[src/rtl/hsu_rx_pkg.sv]
package hsu_rx_pkg;

    localparam int CHAR_W  = 8;
    localparam int WORD_W  = CHAR_W + 3;
    localparam int TMO_CW  = 5;
    localparam int IRQ_W   = 7;
    localparam int IRQ_TRIG = 1;
    localparam int IRQ_TMO  = 2;
    localparam int IRQ_OVR  = 5;

    localparam logic [WORD_W-1:0] EMPTY_WORD = 11'h100;

    typedef struct packed {
        logic              brk;
        logic              ferr;
        logic [CHAR_W-1:0] ch;
    } rx_ent_t;

    // idle character times required per timeout code
    function automatic logic [TMO_CW-1:0] tmo_limit(input logic [1:0] code);
        case (code)
            2'd1:    tmo_limit = 5'd4;
            2'd2:    tmo_limit = 5'd8;
            2'd3:    tmo_limit = 5'd16;
            default: tmo_limit = 5'd0;
        endcase
    endfunction

endpackage

[src/rtl/hsu_rx_store.sv]
module hsu_rx_store
    import hsu_rx_pkg::*;
#(
    parameter int DEPTH = 64,
    localparam int AW = $clog2(DEPTH),
    localparam int CW = $clog2(DEPTH + 1)
) (
    input  logic          clk,
    input  logic          rst_n,
    input  logic          push_req,
    input  rx_ent_t       ent_in,
    input  logic          pop_req,
    output rx_ent_t       head,
    output logic [CW-1:0] count,
    output logic          ovr
);

    typedef struct packed {
        logic [AW-1:0] wp;
        logic [AW-1:0] rp;
        logic [CW-1:0] cnt;
        logic          ovr;
    } st_t;

    st_t st_d, st_q;
    rx_ent_t mem_q [DEPTH];
    logic do_push, do_pop;

    function automatic logic [AW-1:0] bump(input logic [AW-1:0] p);
        if (p == AW'(DEPTH - 1)) bump = '0;
        else                     bump = p + 1'b1;
    endfunction

    always_comb begin
        st_d    = st_q;
        do_pop  = pop_req && (st_q.cnt != '0);
        do_push = push_req && ((st_q.cnt != CW'(DEPTH)) || do_pop);
        if (do_push) st_d.wp = bump(st_q.wp);
        if (do_pop)  st_d.rp = bump(st_q.rp);
        case ({do_push, do_pop})
            2'b10:   st_d.cnt = st_q.cnt + 1'b1;
            2'b01:   st_d.cnt = st_q.cnt - 1'b1;
            default: st_d.cnt = st_q.cnt;
        endcase
        st_d.ovr = push_req && !do_push;
    end

    always_ff @(posedge clk or negedge rst_n) begin
        if (!rst_n) st_q <= '0;
        else        st_q <= st_d;
    end

    always_ff @(posedge clk) begin
        if (do_push) mem_q[st_q.wp] <= ent_in;
    end

    assign head  = mem_q[st_q.rp];
    assign count = st_q.cnt;
    assign ovr   = st_q.ovr;

endmodule

[src/rtl/hsu_rx_thresh.sv]
module hsu_rx_thresh #(
    parameter int DEPTH = 64,
    localparam int CW = $clog2(DEPTH + 1)
) (
    input  logic [2:0]    code,
    input  logic [CW-1:0] count,
    output logic          trig
);

    logic [CW-1:0] thr;

    always_comb begin
        case (code)
            3'd0:    thr = CW'(1);
            3'd1:    thr = CW'(4);
            3'd2:    thr = CW'(8);
            3'd3:    thr = CW'(16);
            3'd4:    thr = CW'(32);
            default: thr = CW'(48);
        endcase
        trig = (count >= thr);
    end

endmodule

[src/rtl/hsu_rx_idle_timer.sv]
module hsu_rx_idle_timer
    import hsu_rx_pkg::*;
#(
    parameter int TICK_W = 16
) (
    input  logic              clk,
    input  logic              rst_n,
    input  logic              restart,
    input  logic              nonempty,
    input  logic              tick,
    input  logic [TICK_W-1:0] char_ticks,
    input  logic [1:0]        code,
    output logic              expired
);

    typedef struct packed {
        logic [TICK_W-1:0] tick_cnt;
        logic [TMO_CW-1:0] chars;
    } st_t;

    st_t st_d, st_q;
    logic [TMO_CW-1:0] limit;
    logic              char_done;

    always_comb begin
        st_d      = st_q;
        limit     = tmo_limit(code);
        char_done = ({1'b0, st_q.tick_cnt} + 1'b1) >= {1'b0, char_ticks};
        if (restart || !nonempty || limit == '0) begin
            st_d = '0;
        end else if (tick) begin
            if (char_done) begin
                st_d.tick_cnt = '0;
                if (st_q.chars < limit) st_d.chars = st_q.chars + 1'b1;
            end else begin
                st_d.tick_cnt = st_q.tick_cnt + 1'b1;
            end
        end
        expired = (limit != '0) && nonempty && (st_q.chars >= limit);
    end

    always_ff @(posedge clk or negedge rst_n) begin
        if (!rst_n) st_q <= '0;
        else        st_q <= st_d;
    end

endmodule

[src/rtl/hsu_rx_buffer.sv]
module hsu_rx_buffer
    import hsu_rx_pkg::*;
#(
    parameter int DEPTH  = 64,
    parameter int TICK_W = 16,
    parameter int TXL_W  = 8,
    localparam int CW    = $clog2(DEPTH + 1),
    localparam int RXL_W = 8
) (
    input  logic                  clk,
    input  logic                  rst_n,
    input  logic                  wr_valid,
    input  logic [CHAR_W-1:0]     wr_char,
    input  logic                  wr_ferr,
    input  logic                  wr_brk,
    input  logic                  rd_en,
    output logic [WORD_W-1:0]     rd_word,
    input  logic [TXL_W-1:0]      tx_level,
    output logic [TXL_W+RXL_W-1:0] level_word,
    input  logic [2:0]            trig_code,
    input  logic [1:0]            tmo_code,
    input  logic [TICK_W-1:0]     char_ticks,
    input  logic                  os_tick,
    output logic                  trig_req,
    output logic                  tmo_req,
    output logic                  ovr_pulse,
    output logic [IRQ_W-1:0]      irq_vec
);

    rx_ent_t       ent_in, head;
    logic [CW-1:0] count;
    logic          expired;
    logic          nonempty;

    assign ent_in   = '{brk: wr_brk, ferr: wr_ferr, ch: wr_char};
    assign nonempty = (count != '0);

    hsu_rx_store #(.DEPTH(DEPTH)) u_store (
        .clk      (clk),
        .rst_n    (rst_n),
        .push_req (wr_valid),
        .ent_in   (ent_in),
        .pop_req  (rd_en),
        .head     (head),
        .count    (count),
        .ovr      (ovr_pulse)
    );

    hsu_rx_thresh #(.DEPTH(DEPTH)) u_thresh (
        .code  (trig_code),
        .count (count),
        .trig  (trig_req)
    );

    hsu_rx_idle_timer #(.TICK_W(TICK_W)) u_timer (
        .clk        (clk),
        .rst_n      (rst_n),
        .restart    (wr_valid || rd_en),
        .nonempty   (nonempty),
        .tick       (os_tick),
        .char_ticks (char_ticks),
        .code       (tmo_code),
        .expired    (expired)
    );

    always_comb begin
        tmo_req    = expired && !trig_req;
        rd_word    = nonempty ? {head.brk, head.ferr, 1'b0, head.ch} : EMPTY_WORD;
        level_word = {tx_level, RXL_W'(count)};
        irq_vec           = '0;
        irq_vec[IRQ_TRIG] = trig_req;
        irq_vec[IRQ_TMO]  = tmo_req;
        irq_vec[IRQ_OVR]  = ovr_pulse;
    end

endmodule

[config.mk]
export PLATFORM = sky130hd
export DESIGN_NAME = hsu_rx_buffer
export DESIGN_NICKNAME = d
export VERILOG_FILES = /design/src/rtl/hsu_rx_pkg.sv /design/src/rtl/hsu_rx_store.sv /design/src/rtl/hsu_rx_thresh.sv /design/src/rtl/hsu_rx_idle_timer.sv /design/src/rtl/hsu_rx_buffer.sv
export SDC_FILE = /design/constraint.sdc
export NUM_CORES = 1
export LEC_CHECK = 0
export ABC_AREA = 1
export BUFFER_PORTS_ARGS = -buffer_cell sky130_fd_sc_hd__buf_2
export CORE_ASPECT_RATIO = 1.4
export CORE_UTILIZATION = 40
export DETAILED_ROUTE_END_ITERATION = 16
export GPL_ROUTABILITY_DRIVEN = 0
export PLACE_DENSITY = 0.57
export REMOVE_ABC_BUFFERS = 1
export SKIP_LAST_GASP = 1
export SYNTH_ARGS = -nofsm -noshare
export SYNTH_HDL_FRONTEND = slang
export SYNTH_SLANG_ARGS = --single-unit
[constraint.sdc]
create_clock -name clk -period 2.6 [get_ports clk]
set_input_delay 0.52 -clock clk [delete_from_list [all_inputs] [get_ports clk]]
set_output_delay 0.52 -clock clk [all_outputs]
set_load 0.03 [all_outputs]
; ---- After elaboration in Yosys (flattened, before gate mapping)
; Memory sizes are Yosys's and may differ from the RTL's.
; Index checks and enable logic that the tools add are counted.
[classes]
addsub = 7
n_lt_le_gt_ge = 4
n_eq_ne = 12
n_mux = 13
n_reduce_logical = 22
[op_table]
columns = operator, count
row1 = 21-bit 2-to-1 mux, 2
row2 = 6-bit one-hot mux with 5 select lines, 1
row3 = "16-bit by 1-bit adder with 17-bit output, second input constant", 1
row4 = 17-bit by 16-bit >= comparator with 1-bit output, 1
row5 = "16-bit by 1-bit adder with 16-bit output, second input constant", 1
row6 = 16-bit 2-to-1 mux, 1
row7 = 5-bit one-hot mux with 3 select lines, 1
row8 = 7-bit one-hot mux with 2 select lines, 1
row9 = "6-bit by 1-bit adder with 6-bit output, second input constant", 2
row10 = "6-bit == test, second input constant", 2
row11 = 6-bit 2-to-1 mux, 2
row12 = 11-bit 2-to-1 mux, 1
row13 = 5-bit 2-to-1 mux, 2
row14 = 2-bit nonzero test, 4
row15 = "7-bit by 1-bit adder with 7-bit output, second input constant", 1
row16 = 7-bit by 6-bit >= comparator with 1-bit output, 1
row17 = "7-bit inequality test, second input constant", 1
row18 = 7-bit nonzero test, 1
row19 = "7-bit by 1-bit subtractor with 7-bit output, second input constant", 1
row20 = "2-bit == test, second input constant", 3
row21 = "3-bit by 2-bit == test with 1-bit output, second input constant", 2
row22 = 1-bit logical AND, 6
row23 = "5-bit by 1-bit adder with 5-bit output, second input constant", 1
row24 = 5-bit >= comparator, 1
row25 = 11 further kinds, 18
[totals]
ff_bits = 41
mem_bits_rw = 640
in_bits = 44
output_inout_bits = 37
wordCells = 65
n_memories = 1
[mem_list]
columns = memory, depth, word_bits, rd, rd_ports_with_merged_regs, write_ports, line
row1 = u_store.mem_q, 64, 10, 1, 0, 1, hsu_rx_store.sv:26  ; rx_ent_t mem_q [DEPTH];

; ---- Logic depth before layout (Yosys ltp)
[depth]
word_depth = 7
depth_mapped = 20

; ---- Cells and area by module
; A second synthesis with hierarchy kept.
[unflattened]
hier_cells = 3089
hier_area_um2 = 30864.6
[by_module_without_submodules]
columns = mod, instances, cells_each, area_per_inst_um2
row1 = hsu_rx_store, 1, 2727, 28421.0
row2 = hsu_rx_idle_timer, 1, 276, 1991.9
row3 = hsu_rx_buffer, 1, 49, 256.5
row4 = hsu_rx_thresh, 1, 37, 195.2

; ---- Least setup slack after synthesis
; Ideal clock, no wire load.
[synth_timing]
path_type = input -> output
from = input port trig_code[1]
to = output port irq_vec[2]
t_arrival_ns = 2.766
required_ns = 2.080
slack_ns = -0.686
cell_stages = 11
n_path_buf = 1
path_cell_list = or2_2 nor2_1 ha_1 nor2_1 nand2_1 a21oi_1 o21bai_1 a21oi_1 o21ai_0 nor2_1 buf_4
[synth_via]
elab_chain_cells = 5
[synth_rtl]
columns = element, line
row1 = from (decl), hsu_rx_buffer.sv:20  ; input logic [2:0] trig_code,
row2 = "3-bit == test, or another cell as far along", hsu_rx_thresh.sv:13  ; case (code)
row3 = 6-bit one-hot mux with 5 select lines (*), hsu_rx_thresh.sv:13
row4 = 7-bit by 6-bit >= comparator with 1-bit output (*), hsu_rx_thresh.sv:21  ; trig = (count >= thr);
row5 = via trig_req, hsu_rx_buffer.sv:24  ; output logic trig_req,
row6 = 1-bit logical NOT (*), hsu_rx_buffer.sv:67  ; tmo_req = expired && !trig_req;
row7 = 1-bit logical AND (*), hsu_rx_buffer.sv:67
row8 = to (decl), hsu_rx_buffer.sv:27  ; output logic [IRQ_W-1:0] irq_vec
; The timed path passes the listed nets; every way through them passes the cells marked *.

; ---- Worst setup path in the final report
[layout_timing]
from = register u_store.st_q[8] (netlist name)
to = output port rd_word[1]
[layout_via]
elab_chain_cells = 2
[layout_rtl]
columns = element, line
row1 = from (decl), hsu_rx_store.sv:25  ; st_t st_d, st_q;
row2 = from (signal assigned), hsu_rx_store.sv:50  ; else st_q <= st_d;
row3 = memory read 64 x 10 bit, --
row4 = 11-bit 2-to-1 mux, hsu_rx_buffer.sv:68  ; rd_word = nonempty ? {head.brk, head.ferr, 1'b0, head.ch} : EMPTY_WORD;
row5 = to (decl), hsu_rx_buffer.sv:17  ; output logic [WORD_W-1:0] rd_word,
; Every way passes these cells.

==> results.cfg <==
[logic_synthesis]
synth_area_um2 = 30210
synth-seq-cells = 681
avgSynthCellArea_um2 = 10.31
ys_warn_count = 0
ys_types = 43
ys_seq_area_frac = 0.6701
synthCells = 2930
synthArstFlopShare = 0.06021
synth_edf_count = 640
synth_ff_type = edfxtp_1

[routing]
dr_total_vias = 21570
wl_per_cell_um = 20.11
wl_mm = 84.65
drtAntennaViolNets = 0
drtIter0Drc = 1557
vias_per_cell = 5.124
drc_errors = 0
dr.pass1.iters = 5

[sta]
max_clock_freq_mhz = 302.0
tightest_slew_ps = 800.7
fin_crit_sh = 1.274
setup_slack_ps = -711.3
drv_slew = 0
finalCriticalPeriod_ps = 3311
timing.slew.headroom = 0.4662
rsz0062_at_grt = yes
setup_viol = 19
fin_setup_tns_ps = -7673
skew_ps = 22.11
hold_viol_final = 0

[global_routing]
overflow = 0
grt_pass1_vias = 21241
antenna_found_initial = 0
grt_max_degree = 65
grt_use_total = 0.2121
grt_first_pass_wirelength_mm = 121.8

[run_status]
status = complete, but fails checks
violations = negative setup slack

[flow_run]
drv_cap = 0

[clock_tree]
cts_tree = yes
clockBufferDepth = 3
worstSkewPairLatency_ps = 620
cts-buffers-inserted = 69
cts_root_buffer = clkbuf_16
clk_pin_slew_ps = 60
clock_sinks = 681
cts.htree.levels = 3

[die]
initial_core_util = 0.4060
die_area_um2 = 76650
die_w_um = 234.3
ioPinCount = 81
coreArea_um2 = 74410
rows = 118
fp.dieH_um = 327.2

[layout]
area_growth_pct = 23.93
insertedDiodeCount = 0
drive_gt1_frac = 0.2080
postLayoutCoreUtil = 0.5031
fin_nets = 3276

[worst_hold_path]
worstHoldPathType = in -> reg

[placement]
place.detailed.hpwl_mm = 50.23
port_buffers = 59

[power]
vdd_drop_max_mv = 1.183
powerDensity_nw_per_um2 = 1074
leakagePower_nw = 15.05
total_power_mw = 40.20

[worst_setup_path]
cp-end-kind = output pin
cp_data_arrival_time_ps = 2790
cp.required_ps = 2080
crit_fanout = 10
critPathLaunchType = flop
path_class = reg -> out
-- cell type report --
type / count / area, um2
clock buffers: 87 / 1858
clock inverters: 38 / 360.3
fillers: 6636 / 36970
inverters: 255 / 993.5
multi-input cells: 1837 / 9041
flip-flops and latches: 681 / 20250
well taps: 960 / 1201
repair buffers: 351 / 3716
repair inverters: 1 / 16.27
-- critical path: stages (launching register included) --
cell	delay, ps
dfrtp_4	430
buf_12	190
clkbuf_16	200
buf_6	150
nor2_1	50
nor2_1	100
o21ai_0	100
nand3_1	180
nand3_1	90
nand2_1	130
nand3_2	150
a21oi_4	220
buf_6	160
-- registers in the layout (all words and copies together) (netlist names) --
| name | count |
|---|---|
| u_store.count | 7 |
| u_store.mem_q | 640 |
| u_store.ovr | 1 |
| u_store.st_q | 12 |
| u_timer.st_q | 21 |
-- cells in the mapped netlist, types with 7 or more instances --
library cell | count | area [um2]
nand2_1 | 863 | 3239
edfxtp_1 | 640 | 19220
nor2_1 | 387 | 1453
nand3_1 | 279 | 1396
inv_1 | 246 | 923.4
o21ai_0 | 132 | 660.6
buf_2 | 64 | 320.3
dfrtp_1 | 41 | 1026
a21oi_1 | 39 | 195.2
ha_1 | 35 | 437.9
buf_4 | 34 | 255.2
clkbuf_1 | 30 | 112.6
buf_1 | 23 | 86.33
o21ai_1 | 18 | 90.09
xor2_1 | 18 | 157.7
or2_2 | 12 | 75.07
buf_6 | 9 | 101.4
nand4_1 | 7 | 43.79
-- power breakdown --
part / internal [mW] / switching (mW) / total (mW)
clock network: 5.69 / 4.18 / 9.87
registers: 12.5 / 0.272 / 12.8
logic: 6.80 / 10.8 / 17.6
total: 25.0 / 15.2 / 40.2
-- cell families after synthesis --
family | count (synthesis) | share of synthesized area
AOI/OAI and AO/OA | 204 | 0.03508
xor gates and xnor gates | 23 | 0.006668
adders and majority gates | 36 | 0.01516
buffers and inverters | 416 | 0.06092
DFF | 681 | 0.6701
other | 1 | 0.0001241
and+or+nand+nor | 1569 | 0.2120
-- path summary, 6_finish.rpt --
path	end	slack (ps)	from	cells past startpoint
setup reg to reg	u_timer.st_q[0]$_DFFE_PN0P_	-40	u_timer.st_q[5]$_DFFE_PN0P_	16
setup / recovery	rd_word[1]	-710	u_store.st_q[8]$_DFFE_PN0N_	12
hold reg to reg	u_timer.st_q[1]$_DFFE_PN0P_	560	u_timer.st_q[1]$_DFFE_PN0P_	2
min in group asynchronous	u_store.count[1]$_DFFE_PN0P_	480	rst_n	2
hold / removal	u_store.ovr$_DFF_PN0_	260	wr_valid	3
max in group asynchronous	u_timer.st_q[13]$_DFFE_PN0P_	1400	rst_n	3
-- cell usage in the layout (no fill, tap or decap), types with 4 or more instances in the layout --
master / netlist / routed
nor2_2: 2 / 30
nand2_2: 0 / 45
clkbuf_16: 0 / 90
xor2_1: 18 / 17
buf_8: 0 / 5
nor2_4: 1 / 19
a21oi_2: 0 / 16
conb_1: 1 / 5
clkinv_2: 0 / 7
a21oi_4: 1 / 5
buf_16: 0 / 11
ha_4: 0 / 8
nor3_1: 6 / 5
nor2_1: 387 / 341
inv_2: 6 / 19
inv_1: 246 / 231
nand3_2: 0 / 38
xnor2_1: 5 / 4
nand3_1: 279 / 239
bufinv_16: 0 / 6
o21ai_1: 18 / 30
nand4_1: 7 / 7
buf_12: 0 / 37
edfxtp_1: 640 / 640
dfrtp_1: 41 / 38
buf_2: 64 / 45
clkinv_1: 2 / 19
o21ai_2: 0 / 11
buf_6: 9 / 28
buf_4: 34 / 204
o21ai_0: 132 / 109
or2_2: 12 / 12
o22ai_2: 0 / 5
nand2_1: 863 / 815
clkbuf_1: 30 / 15
ha_1: 35 / 25
a21oi_1: 39 / 19
-- repair_timing --
action / in CTS / in global routing
hold endpoints to repair: 24 / 0
setup endpoints to repair: 36 / 90
pin swaps: 24 / 109
gates resized for setup: 94 / 248
hold buffers: 1 / 0
cloned: 5 / 21
buffers inserted: 21 / 25
-- per-layer routing --
layer	global-route usage	routed length [um]
met4	0.09853	3552
met1	0.2542	33410
met3	0.02812	4432
met2	0.3741	43250
met5	0	0
-- per-stage QoR --
step	setup slack (ps)	area, um2	instances	hold WS, ps
6_report	-711.3	37440	4210	256.9
5_1_grt	-802.2	37440	4210	286.7
4_1_cts	-787.5	35890	4166	236.5
3_5_place_dp	-247.0	32990	4014	539.3
3_3_place_gp	-242.6	32990	4014	507.5
2_1_floorplan	-7682	29350	2773	224.4
Note: power is estimated with default switching activity, not from simulation.
